<file path="config.mk">
export PLATFORM = sky130hd
export DESIGN_NAME = eos_detector
export DESIGN_NICKNAME = d
export VERILOG_FILES = /design/src/rtl/eos_pkg.sv /design/src/rtl/eos_pair_cmp.sv /design/src/rtl/eos_ctrl.sv /design/src/rtl/eos_pipe.sv /design/src/rtl/eos_detector.sv
export SDC_FILE = /design/constraint.sdc
export NUM_CORES = 1
export LEC_CHECK = 0
export BUFFER_PORTS_ARGS = -buffer_cell sky130_fd_sc_hd__buf_2
export CORE_UTILIZATION = 53
export DETAILED_ROUTE_END_ITERATION = 6
export HOLD_SLACK_MARGIN = 0.03
export PLACE_DENSITY = 0.91
export SETUP_SLACK_MARGIN = 0.02
export SYNTH_ARGS = -nofsm -noshare
export SYNTH_HDL_FRONTEND = slang
export SYNTH_SLANG_ARGS = --single-unit
</file>
<file path="constraint.sdc">
create_clock -name clk -period 3.02 [get_ports clk]
set_clock_uncertainty 0.05 [all_clocks]
set_input_delay 0.302 -clock clk [delete_from_list [all_inputs] [get_ports clk]]
set_output_delay 0.302 -clock clk [all_outputs]
set_load 0.03 [all_outputs]
</file>
<file path="src/rtl/eos_pkg.sv">
package eos_pkg;
  localparam int unsigned CG_W = 5;
  typedef logic [CG_W-1:0] cg_t;

  typedef enum logic [1:0] {
    ST_IDLE  = 2'd0,
    ST_RECV  = 2'd1,
    ST_DRAIN = 2'd2
  } eos_state_e;

  // True when (a, b) in arrival order equals the pattern (pa, pb).
  function automatic logic cg_pair_is(cg_t a, cg_t b, cg_t pa, cg_t pb);
    return (a == pa) && (b == pb);
  endfunction
endpackage

</file>
<file path="src/rtl/eos_pair_cmp.sv">
module eos_pair_cmp
  import eos_pkg::*;
#(
  parameter cg_t PAT_FIRST  = '0,
  parameter cg_t PAT_SECOND = '0
) (
  input  cg_t  first_cg,
  input  logic first_vld,
  input  cg_t  second_cg,
  output logic hit
);
  assign hit = first_vld && cg_pair_is(first_cg, second_cg, PAT_FIRST, PAT_SECOND);
endmodule

</file>
<file path="src/rtl/eos_ctrl.sv">
module eos_ctrl
  import eos_pkg::*;
(
  input  logic clk,
  input  logic rst,
  input  logic rx_active,
  input  logic cg_valid,
  input  logic esd_hit,
  input  logic ii_hit,
  output logic acc,
  output logic end_evt,
  output logic abort,
  output logic crs,
  output logic rx_dv,
  output logic early_end
);
  eos_state_e state_q, state_n;

  // Named internal events used by the pipeline and the assertions.
  assign abort   = (state_q == ST_RECV) && !rx_active;
  assign acc     = (state_q == ST_RECV) && rx_active && cg_valid;
  assign end_evt = acc && (esd_hit || ii_hit);

  always_comb begin
    state_n = state_q;
    unique case (state_q)
      ST_IDLE:  if (rx_active) state_n = ST_RECV;
      ST_RECV:  if (abort) state_n = ST_IDLE;
                else if (end_evt) state_n = ST_DRAIN;
      ST_DRAIN: if (!rx_active) state_n = ST_IDLE;
      default:  state_n = ST_IDLE;
    endcase
  end

  always_ff @(posedge clk) begin
    if (rst) begin
      state_q   <= ST_IDLE;
      crs       <= 1'b0;
      rx_dv     <= 1'b0;
      early_end <= 1'b0;
    end else begin
      state_q   <= state_n;
      crs       <= (state_n == ST_RECV);
      rx_dv     <= (state_n == ST_RECV);
      early_end <= end_evt && ii_hit;
    end
  end

  AST_ERR_SINGLE: assert property (@(posedge clk) disable iff (rst)
    early_end |=> !early_end);
  AST_DROP_AFTER_END: assert property (@(posedge clk) disable iff (rst)
    end_evt |=> (!crs && !rx_dv));
  AST_RISE_NEEDS_ACTIVE: assert property (@(posedge clk) disable iff (rst)
    $rose(crs) |-> $past(rx_active));
  AST_ABORT_QUIET: assert property (@(posedge clk) disable iff (rst)
    abort |=> (!crs && !rx_dv && !early_end));
endmodule

</file>
<file path="src/rtl/eos_pipe.sv">
module eos_pipe
  import eos_pkg::*;
#(
  parameter cg_t IDLE_CG = 5'b11111
) (
  input  logic clk,
  input  logic rst,
  input  cg_t  cg_in,
  input  logic acc,
  input  logic end_evt,
  input  logic abort,
  output cg_t  hold_cg,
  output logic hold_vld,
  output cg_t  out_cg,
  output logic out_vld
);
  logic pend_q; // second /I/ still to be emitted

  always_ff @(posedge clk) begin
    if (rst) begin
      hold_cg  <= '0;
      hold_vld <= 1'b0;
      out_cg   <= '0;
      out_vld  <= 1'b0;
      pend_q   <= 1'b0;
    end else begin
      out_vld <= 1'b0;
      if (end_evt) begin
        out_cg   <= IDLE_CG;
        out_vld  <= 1'b1;
        pend_q   <= 1'b1;
        hold_vld <= 1'b0;
      end else if (pend_q) begin
        out_cg  <= IDLE_CG;
        out_vld <= 1'b1;
        pend_q  <= 1'b0;
      end else if (abort) begin
        hold_vld <= 1'b0;
      end else if (acc) begin
        if (hold_vld) begin
          out_cg  <= hold_cg;
          out_vld <= 1'b1;
        end
        hold_cg  <= cg_in;
        hold_vld <= 1'b1;
      end
    end
  end

  AST_FIRST_IDLE: assert property (@(posedge clk) disable iff (rst)
    end_evt |=> (out_vld && out_cg == IDLE_CG));
  AST_SECOND_IDLE: assert property (@(posedge clk) disable iff (rst)
    end_evt |=> ##1 (out_vld && out_cg == IDLE_CG));
  AST_QUIET_NO_ACCEPT: assert property (@(posedge clk) disable iff (rst)
    (!acc && !end_evt && !pend_q) |=> !out_vld);
endmodule

</file>
<file path="src/rtl/eos_detector.sv">
module eos_detector
  import eos_pkg::*;
#(
  parameter cg_t TERM_CG = 5'b01101,
  parameter cg_t RES_CG  = 5'b00111,
  parameter cg_t IDLE_CG = 5'b11111
) (
  input  logic            clk,
  input  logic            rst,
  input  logic [CG_W-1:0] cg_in,
  input  logic            cg_valid,
  input  logic            rx_active,
  output logic [CG_W-1:0] cg_out,
  output logic            cg_out_valid,
  output logic            crs,
  output logic            rx_dv,
  output logic            early_end
);
  localparam int unsigned N_PAT = 2; // 0: terminate pair, 1: idle pair

  cg_t             hold_cg;
  logic            hold_vld;
  logic [N_PAT-1:0] pat_hit;
  logic            acc, end_evt, abort;

  for (genvar g = 0; g < N_PAT; g++) begin : g_pat
    localparam cg_t PF = (g == 0) ? TERM_CG : IDLE_CG;
    localparam cg_t PS = (g == 0) ? RES_CG  : IDLE_CG;
    eos_pair_cmp #(.PAT_FIRST(PF), .PAT_SECOND(PS)) u_cmp (
      .first_cg (hold_cg),
      .first_vld(hold_vld),
      .second_cg(cg_in),
      .hit      (pat_hit[g])
    );
  end

  eos_ctrl u_ctrl (
    .clk      (clk),
    .rst      (rst),
    .rx_active(rx_active),
    .cg_valid (cg_valid),
    .esd_hit  (pat_hit[0]),
    .ii_hit   (pat_hit[1]),
    .acc      (acc),
    .end_evt  (end_evt),
    .abort    (abort),
    .crs      (crs),
    .rx_dv    (rx_dv),
    .early_end(early_end)
  );

  eos_pipe #(.IDLE_CG(IDLE_CG)) u_pipe (
    .clk     (clk),
    .rst     (rst),
    .cg_in   (cg_in),
    .acc     (acc),
    .end_evt (end_evt),
    .abort   (abort),
    .hold_cg (hold_cg),
    .hold_vld(hold_vld),
    .out_cg  (cg_out),
    .out_vld (cg_out_valid)
  );

  AST_RESET_QUIET: assert property (@(posedge clk)
    $past(rst) |-> (!crs && !rx_dv && !early_end && !cg_out_valid));
  AST_ERR_AT_END: assert property (@(posedge clk) disable iff (rst)
    early_end |-> (!crs && $past(crs)));
endmodule

</file>
# After elaboration in Yosys (flattened, before gate mapping)
# Cells that the tools add are included.
# W data, S select, Z words.
# totals
register_bits,17
input_bits,9
out_inout_bits,9
word_cells,56
# op_classes
n_eq_ne,8
n_mux,18
bitwise_logic,3
n_reduce_logical,19
# ops
op,count
$mux W5,5
$eq A5 B5 Y1 const B,2
$logic_and A1 B1 Y1,9
$mux W1,8
$mux W2,4
$pmux W2 S3,1
$reduce_bool A3 Y1,2
$eq A5 B3 Y1 const B,1
$eq A5 B4 Y1 const B,1
$eq A2 B1 Y1 const B,2
$reduce_and A4 Y1,1
$ne A3 B1 Y1 const B,1
$not A1 Y1,3
$reduce_and A3 Y1,1
$eq A2 B2 Y1 const B,1
$logic_not A2 Y1,1
$reduce_and A2 Y1,1
$reduce_bool A2 Y1,1
$reduce_or A2 Y1,1
$logic_not A1 Y1,1
$logic_or A1 B1 Y1,1

# Depth between registers and ports, before layout
# Gate-level depths: netlist (run 1).
# depth
depth_word,9
mapped_depth,4
mapped_depth_nobuf,4

# Cells and area by module
# Synthesis (run 1) repeated with hierarchy kept, for this count alone.
# unflattened
cells_unflattened,67
area_unflattened_um2,718.2
# by_module_without_submodules
mod,n_inst,cells_each,area_per_inst_um2,seq_area_each_um2
eos_pipe,1,42,485.5,260.2
eos_ctrl,1,17,168.9,80.1
eos_pair_cmp at g_pat[0].u_cmp,1,4,36.3,0.0
eos_pair_cmp at g_pat[1].u_cmp,1,4,27.5,0.0

# Least setup slack after synthesis (run 1)
# OpenSTA, ideal clock, no wires.
# synth_timing
path_kind,register -> register
start,reg u_pipe.hold_cg[4]
end,reg u_pipe.out_vld
setup_ps,71
arrival_ps,1444
required_ps,2899
setup_slack_ps,1455
stages_incl_launch_ff,5
path_buffers,0
period_less_slack_ps,1565
path_cell_list,dfxtp_1 > or4_4 > a2111oi_4 > nor2_2 > a21oi_1
# synth_between
elab_chain_cells,6
word_cells_on_any_way,9
cone_classes,2 x eq/ne; 1 x mux; 6 x reduce/logical
# synth_lines
element,line_no,rtl
start: declaration,eos_pipe.sv:12,"output cg_t hold_cg,"
start signal: assignment,eos_pipe.sv:44,hold_cg <= cg_in;
$eq A5 B4 Y1 / $eq A5 B5 Y1 (equally long branches),eos_pkg.sv:13,return (a == pa) && (b == pb);
$logic_and A1 B1 Y1,eos_pkg.sv:13,
$logic_and A1 B1 Y1,eos_pair_cmp.sv:12,"assign hit = first_vld && cg_pair_is(first_cg, second_cg, PAT_FIRST, PAT_SECOND);"
$logic_or A1 B1 Y1 *,eos_ctrl.sv:22,assign end_evt = acc && (esd_hit || ii_hit);
$logic_and A1 B1 Y1 *,eos_ctrl.sv:22,
$mux W1 *,eos_pipe.sv:28,if (end_evt) begin
end signal: assignment,eos_pipe.sv:27,out_vld <= 1'b0;
end signal: assignment,eos_pipe.sv:30,out_vld <= 1'b1;
end signal: assignment,eos_pipe.sv:35,out_vld <= 1'b1;
end: declaration,eos_pipe.sv:15,output logic out_vld
# Mark *: on every way between the ends. The rest lies on a longest branch, timed or not.
# A chain may end at the register's enable or synchronous reset.

# Worst setup path after layout (run 1)
# layout_timing
start,reg u_pipe.hold_cg[4]
end,reg u_pipe.out_cg[4]
# layout_between
elab_chain_cells,7
word_cells_on_any_way,17
cone_classes,3 x eq/ne; 5 x mux; 9 x reduce/logical
# layout_lines
element,line_no,rtl
$eq A5 B4 Y1 / $eq A5 B5 Y1 (equally long branches),eos_pkg.sv:13,
$logic_and A1 B1 Y1,eos_pkg.sv:13,
$logic_and A1 B1 Y1,eos_pair_cmp.sv:12,
$logic_or A1 B1 Y1,eos_ctrl.sv:22,
$logic_and A1 B1 Y1,eos_ctrl.sv:22,
$ne A3 B1 Y1 (no line) / $reduce_bool A3 Y1 (equally long branches),--,
$reduce_and A3 Y1 (no line),--,
end signal: assignment,eos_pipe.sv:41,out_cg <= hold_cg;
end: declaration,eos_pipe.sv:14,"output cg_t out_cg,"
# Several ways; a longest one is shown, not always the timed one. The select of a mux whose other input is x is not followed.

==> results of run 1 <==
state kept, by name, summed over array words and instances, names as in the netlist:
name / flops
u_pipe.pend_q: 1
u_ctrl.crs: 1
u_pipe.out_cg: 5
u_pipe.out_vld: 1
u_pipe.hold_vld: 1
u_ctrl.state_q: 2
u_ctrl.early_end: 1
u_pipe.hold_cg: 5
critical path, stage by stage (launching register included):
cell and delay, ns:
dfxtp_1 0.34, or4_4 0.56, a2111oi_4 0.42, nor2_2 0.14, a21oi_1 0.15
power by group through the flow:
| stage | clock network (mW) | registers [mW] | logic (mW) |
|---|---|---|---|
| global placement | 0 | 0.235 | 0.0261 |
| detailed placement | 0 | 0.235 | 0.0271 |
| global route | 0.129 | 0.230 | 0.0298 |
| finish | 0.121 | 0.230 | 0.0272 |
| floorplan | 0 | 0.236 | 0.0164 |
| CTS | 0.122 | 0.230 | 0.0272 |
cell type report:
class / instances / area share (%)
Sequential cell: 17 / 41.2
Tap cell: 14 / 2.12
Clock buffer: 4 / 3.18
Multi-Input combinational cell: 51 / 43.2
Timing Repair Buffer: 17 / 10.3
worst max-delay path by stage:
stage / endpoint / slack (ns)
2_1_floorplan: u_pipe.out_vld / 1.46
3_3_place_gp: u_pipe.out_cg[0] / 1.29
3_5_place_dp: u_pipe.out_cg[4] / 1.25
4_1_cts: u_pipe.out_cg[4] / 1.31
5_1_grt: u_pipe.out_cg[4] / 1.22
6_report: u_pipe.out_cg[4] / 1.30
logic make-up (layout without fill, tap and decap cells):
family / Yosys count / in the layout / share of synthesized area, %
multiplexers: 9 / 9 / 12.7
flip-flops: 17 / 17 / 47.8
AND/OR/NAND/NOR: 31 / 31 / 25.7
buffers and inverters: 3 / 21 / 2.11
AO/OA/AOI/OAI: 11 / 11 / 11.8
stage by stage:
step	worst slack, ns	hold slack [ns]	utilization, %
floorplan	1.46	0.388	-
detailed placement	1.25	0.439	68.3
global route	1.22	0.234	70.5
finish	1.30	0.229	70.5
global placement	1.29	0.431	68.3
CTS	1.31	0.229	70.5
cell usage in the layout, fill, tap and decap left out, drive strengths merged:
cell / count
a2111oi: 1
a21boi: 1
a21oi: 8
and4b: 1
buf: 17
clkbuf: 4
dfxtp: 17
mux2i: 9
nand2: 4
nand2b: 9
nand3: 2
nand4: 2
nand4b: 1
nor2: 5
nor3: 3
nor4: 1
nor4b: 1
o21ai: 1
or2b: 1
or4: 1
metal layers:
layer | wire length (µm) | vias up
li1 | - | 291
met3 | 52 | 6
met5 | 0 | -
met2 | 626 | 14
met4 | 38 | 0
met1 | 638 | 253
==> summary.md, run 1 <==
| Metric | Value |
|---|---|
| Status | finished, final reports clean |
| Starting Density | ~61% |
| Initial antenna violation count | 0 |
| Grt ovf | 0 |
| Avg Cell Area, Syn | 10.0 µm² |
| TritonCTS sink count | 17 |
| Ports | 18 |
| Worst hold start | cg_in[1] |
| Leak pwr | roughly 0.36 nW |
| Worst setup SP type | flip-flop |
| FF+latch area | between 300 and 400 µm² |
| Area grow syn2layout | 16.0% |
| Seq/Total Area, Yosys | between 40% and 50% |
| Primary FF master, synth | dfxtp_1 |
| Cells after DPL | approximately 100 |
| Reg2Reg Launch Point | u_pipe.hold_cg[4] |
| R2r setup slk | approximately 1.3 ns |
| Switching share of power | a little under a quarter |
| Final wirelength | around 1400 µm |
| Cells after Synth | 71 |
| # setup viols final | 0 |
| Sw Pwr | ~0.09 mW |
| Area contributors post-synth | dfxtp_1 (48%), mux2i_1 (13%), nand2b_1 (7.9%), a21oi_1 (5.6%), a2111oi_4 (3.9%) |
| Non-filler cells, final | between 100 and 150 |
| Yosys reg bits | 17 |
| Fin area | approximately 830 µm² |
| Post-cts resize count | 0 |
| Placed Area | approximately 800 µm² |
| Grt peak-use layer | met2 |
| Rel. slew slack | between 70 and 80% |
| Final Hold Fails | 0 |
| GRT Util Overall | 22.0% |
| Slew Limit Fails | 0 |
| Power Total | ~0.38 mW |
| Power Density | 458 mW/mm² |
| Final HPWL DP | about 1000 µm |
| Antenna viol nets, final | 0 |
| Vias in the first global route | 522 |
| # H-tree levels | 1 |
| Data arrival, critical path | approximately 1.9 ns |
| Async SR Flop Fraction | 0% |
| Logic pwr share | under 10% |
| Share of the synthesized area in the top cell type | between 40% and 50% |
| Placer Congestion | between 0.8 and 0.9 |
| Maximum vdd drop | ~0.3 mV |
| Post-synthesis net count | 80 |
| Total die area | approximately 0.0015 mm² |
| Diode count | 0 |
| R2R cell count | 4 |
| Dominant cell type by area after synthesis | dfxtp_1 |
| Synth top cells by count | dfxtp_1 (17), mux2i_1 (9), nand2b_1 (9), a21oi_1 (8) |
| Pin count of the biggest net entering global routing | 20 |
| Hold/Removal Path Class | in -> reg |
| Syn Std Cell Area | 712 µm² |
| Crit path capture type | flip-flop |
| Met3 usage | between 6 and 7% |
| Via Count | between 500 and 600 |
| Int Power | around 0.29 mW |
| Synth Warn # | 0 |
| Later-pin clock latency in the skew report | 0.29 ns |
| Chip width | ~39 µm |
| TNS Setup | 0 ns |
| CTS tree | done |
| IO buf count | 17 |
| Min Tclk post-route | around 1.7 ns |
| Initial drt markers | 12 |
| Core Footprint | approximately 0.0012 mm² |
| Cell Rows | 12 |
| FF-to-FF End | u_pipe.out_cg[4] |
| Hold Path End | u_pipe.hold_cg[1] |
| Final Cycle Share | between 50% and 60% |
| Actual slew at the worst max-slew pin | a little under 0.4 ns |
| Max Clk Rate | ~580 MHz |
| Die height | around 39 µm |
| Hold path cells | 3 |
| Post-CTS Setup Inserts | 0 |
| Fin nets | a little under 100 |
| M2 GR Usage | between 30% and 40% |
| CP Class | reg -> reg |
| Multi-input logic area | between 300 and 400 µm² |
| Met1 usage | 24.0% |
| Sequential share of power | between 60% and 70% |
| Longest Clk Path Bufs | 2 |
| Clock network power share | approximately 32% |
| Share of cells above drive strength 1 | between 20% and 30% |
| Initial DRT Pass Iterations | 4 |
| Max-Cap Viols | 0 |
| Critical Path Source | u_pipe.hold_cg[4] |
| Unrepaired setup endpoints after global routing | no |
| Distinct cells, synth | 21 |
| Clock slew at reported path FFs | around 0.1 ns |
| DR WL/cell | 13.2 µm |
| Via/cell ratio | around 5.5 |
| Global-route wire length before repair | 2150 µm |
| Worst Path Required | between 3 and 4 ns |
| Fill count | 90 |
| Num CTS Buffers | 3 |
| DRC Markers | 0 |
| Count leader, synth | dfxtp_1 |
| Crit path max fanout | 6 |
| Number of synthesized flops with an enable pin | 0 |
| Hold_buf cts | 0 |
| Root cell of the clock tree | clkbuf_4 |
(Power assumes the default switching activity.)
==> run 2, diff against run 1 <==
--- a/config.mk
+++ b/config.mk
@@ -5,11 +5,12 @@
 export SDC_FILE = /design/constraint.sdc
 export NUM_CORES = 1
 export LEC_CHECK = 0
+export ABC_AREA = 1
 export BUFFER_PORTS_ARGS = -buffer_cell sky130_fd_sc_hd__buf_2
-export CORE_UTILIZATION = 53
+export CORE_UTILIZATION = 50
 export DETAILED_ROUTE_END_ITERATION = 6
 export HOLD_SLACK_MARGIN = 0.03
-export PLACE_DENSITY = 0.91
+export PLACE_DENSITY = 0.86
 export SETUP_SLACK_MARGIN = 0.02
 export SYNTH_ARGS = -nofsm -noshare
 export SYNTH_HDL_FRONTEND = slang
==> constraint.sdc (replaced) <==
create_clock -name clk -period 1.64 [get_ports clk]
set_clock_uncertainty 0.05 [all_clocks]
set_input_delay 0.164 -clock clk [delete_from_list [all_inputs] [get_ports clk]]
set_output_delay 0.164 -clock clk [all_outputs]
set_load 0.03 [all_outputs]
==> run 2 against run 1 <==
Against the previous run:
- area after synthesis is 7.0% higher
- total power grew 83%
- count of clock-buffer cells in the layout is the same
- register-to-register slack got worse by 0.90 ns
- setup slack lost 0.90 ns
- global-route usage is 1.5 points lower
- cell area grew 6.7%
- cell count rose by 26%
- largest cell class unchanged
- largest power group unchanged
- highest routed layer unchanged
==> summary.md, run 2 <==
| Metric | Value |
|---|---|
| Initial DRT Pass Iterations | 4 |
| Post-cts resize count | 0 |
| Area grow syn2layout | 15.6% |
| Biggest regs | u_pipe.hold_cg (5), u_pipe.out_cg (5), u_ctrl.state_q (2) |
| Dominant cell type by area after synthesis | dfxtp_1 |
| Fill count | approximately 130 |
| Data arrival, critical path | about 1.4 ns |
| Final HPWL DP | 1130 µm |
| Commonest non-fill, non-tap cell in the layout | nand2_1 |
| Starting Density | 55.8% |
| Final Cycle Share | approximately three quarters |
| Root cell of the clock tree | clkbuf_4 |
| Maximum vdd drop | 0.677 mV |
| Power Total | approximately 0.7 mW |
| Final wirelength | approximately 1400 µm |
| Placer Congestion | 0.788 |
| Fin nets | ~130 |
| Vias in the first global route | 571 |
| Crit path max fanout | 6 |
| M2 GR Usage | 35.9% |
| Global-route wire length before repair | approximately 2300 µm |
| Fin area | ~900 µm² |
| Num CTS Buffers | 3 |
| Unrepaired setup endpoints after global routing | no |
| DRC Markers | 0 |
| Worst setup SP type | flip-flop |
| Cell Rows | 13 |
| TritonCTS sink count | 17 |
| Distinct cells, synth | 20 |
| Grt ovf | 0 |
| Initial antenna violation count | 0 |
| Chip width | ~40 µm |
| # setup viols final | 0 |
| Hold_buf cts | 0 |
| Crit path capture type | flip-flop |
| Worst hold start | cg_in[4] |
| Area contributors post-synth | dfxtp_1 (45%), nand2_1 (9.4%), inv_1 (5.9%), a21oi_2 (5.7%), nor2_1 (4.4%) |
| Non-filler cells, final | 130 |
| Antenna viol nets, final | 0 |
| Post-synthesis net count | approximately 110 |
| GRT Util Overall | 20.5% |
| Die height | 41.0 µm |
| CP Class | reg -> reg |
| Cells after DPL | between 100 and 150 |
| Grt peak-use layer | met2 |
| Via Count | 680 |
| Synth top cells by count | nand2_1 (19), dfxtp_1 (17), inv_1 (12), nor2_1 (9), nand3_1 (6) |
| Syn Std Cell Area | approximately 760 µm² |
| Leak pwr | 0.376 nW |
| Total die area | 0.00168 mm² |
| Share of cells above drive strength 1 | between 30 and 40% |
| Cells after Synth | between 90 and 100 |
| Placed Area | 855 µm² |
| Seq/Total Area, Yosys | 44.7% |
| DR WL/cell | about 11 µm |
| Slew Limit Fails | 0 |
| Power Density | just under 800 mW/mm² |
| Pin count of the biggest net entering global routing | 14 |
| Rel. slew slack | between 80% and 90% |
| Initial drt markers | 18 |
| Hold/Removal Path Class | in -> reg |
| Worst Path Required | roughly 1.8 ns |
| Critical Path Source | u_pipe.hold_cg[0] |
| Status | finished, final reports clean |
| # H-tree levels | 1 |
| Clock slew at reported path FFs | approximately 0.1 ns |
| Met1 usage | between 20% and 30% |
| Synth Warn # | 0 |
| Final Hold Fails | 0 |
| Met3 usage | 3.26% |
| Primary FF master, synth | dfxtp_1 |
| Core Footprint | ~0.0014 mm² |
| Max Clk Rate | 807 MHz |
| CTS tree | done |
| Reg2Reg Launch Point | u_pipe.hold_cg[0] |
| Max-Cap Viols | 0 |
| Most frequent cells in the layout | nand2_1 (19), buf_2 (17), dfxtp_1 (17) |
| Later-pin clock latency in the skew report | around 0.28 ns |
| Share of the synthesized area in the top cell type | 44.7% |
| Count leader, synth | nand2_1 |
| Min Tclk post-route | roughly 1.2 ns |
| TNS Setup | 0 ns |
| Async SR Flop Fraction | 0% |
| Ports | 18 |
| Pre-CTS worst setup slack | about 0.45 ns |
| Diode count | 0 |
| Number of synthesized flops with an enable pin | 0 |
| Avg Cell Area, Syn | just under 8 µm² |
| Longest Clk Path Bufs | 2 |
| IO buf count | 17 |
| Yosys reg bits | 17 |
| Actual slew at the worst max-slew pin | 0.281 ns |
| Via/cell ratio | 5.23 |
| Setup slack after layout | between 0.4 and 0.5 ns |
| Post-CTS Setup Inserts | 0 |
## run 2: per-layer routing
| metal | share of wire [%] | routed length (µm) | vias to the layer above |
|---|---|---|---|
| li1 | - | - | 349 |
| met1 | 46 | 667 | 308 |
| met2 | 47 | 679 | 21 |
| met3 | 5.7 | 82 | 2 |
| met4 | 0.83 | 12 | 0 |
| met5 | 0 | 0 | - |
## run 2: stage by stage
stage               util (%)  hold WS, ns
finish                  64.5        0.126
global route            64.5        0.119
CTS                     64.5        0.118
detailed placement      62.5        0.402
global placement        62.5        0.397
floorplan                  -        0.193
## run 2: final timing paths
| path | to | slack [ns] | cells past startpoint |
|---|---|---|---|
| worst max register to register | u_pipe.hold_cg[0] | 0.40 | 8 |
| worst max-delay path | u_pipe.hold_cg[0] | 0.40 | 8 |
| worst min-delay path | u_pipe.hold_cg[4] | 0.13 | 3 |
| worst min register to register | u_pipe.out_cg[0] | 0.41 | 2 |
## run 2: worst max-delay path: stages (launching register included)
cell and delay [ns]:
dfxtp_1 0.39, nand2_1 0.08, nor2_1 0.12, nand3_2 0.11
nand2_2 0.10, inv_2 0.07, nand2_4 0.08, nand2_1 0.06
a21oi_2 0.11
## run 2: cell type report
type | count | area (µm²) | share of cell area, %
multi-input combinational | 62 | 354 | 40.2
sequential | 17 | 340 | 38.6
timing repair buffer | 17 | 85.1 | 9.66
inverter | 15 | 56.3 | 6.39
clock buffer | 4 | 26.3 | 2.98
tap | 15 | 18.8 | 2.13
## run 2: cell families (layout without fill, tap and decap cells)
| group | count (synthesis) | after routing | synth area share [%] |
|---|---|---|---|
| simple gates | 47 | 47 | 32.2 |
| compound gates | 15 | 15 | 14.3 |
| flops | 17 | 17 | 44.7 |
| buf+inv | 17 | 36 | 8.87 |
## run 2: report_power, final
group / switching [mW] / internal, mW / total [mW]
Sequential: 0.00448 / 0.419 / 0.423
Clock: 0.122 / 0.0942 / 0.216
Combinational: 0.0331 / 0.0177 / 0.0508
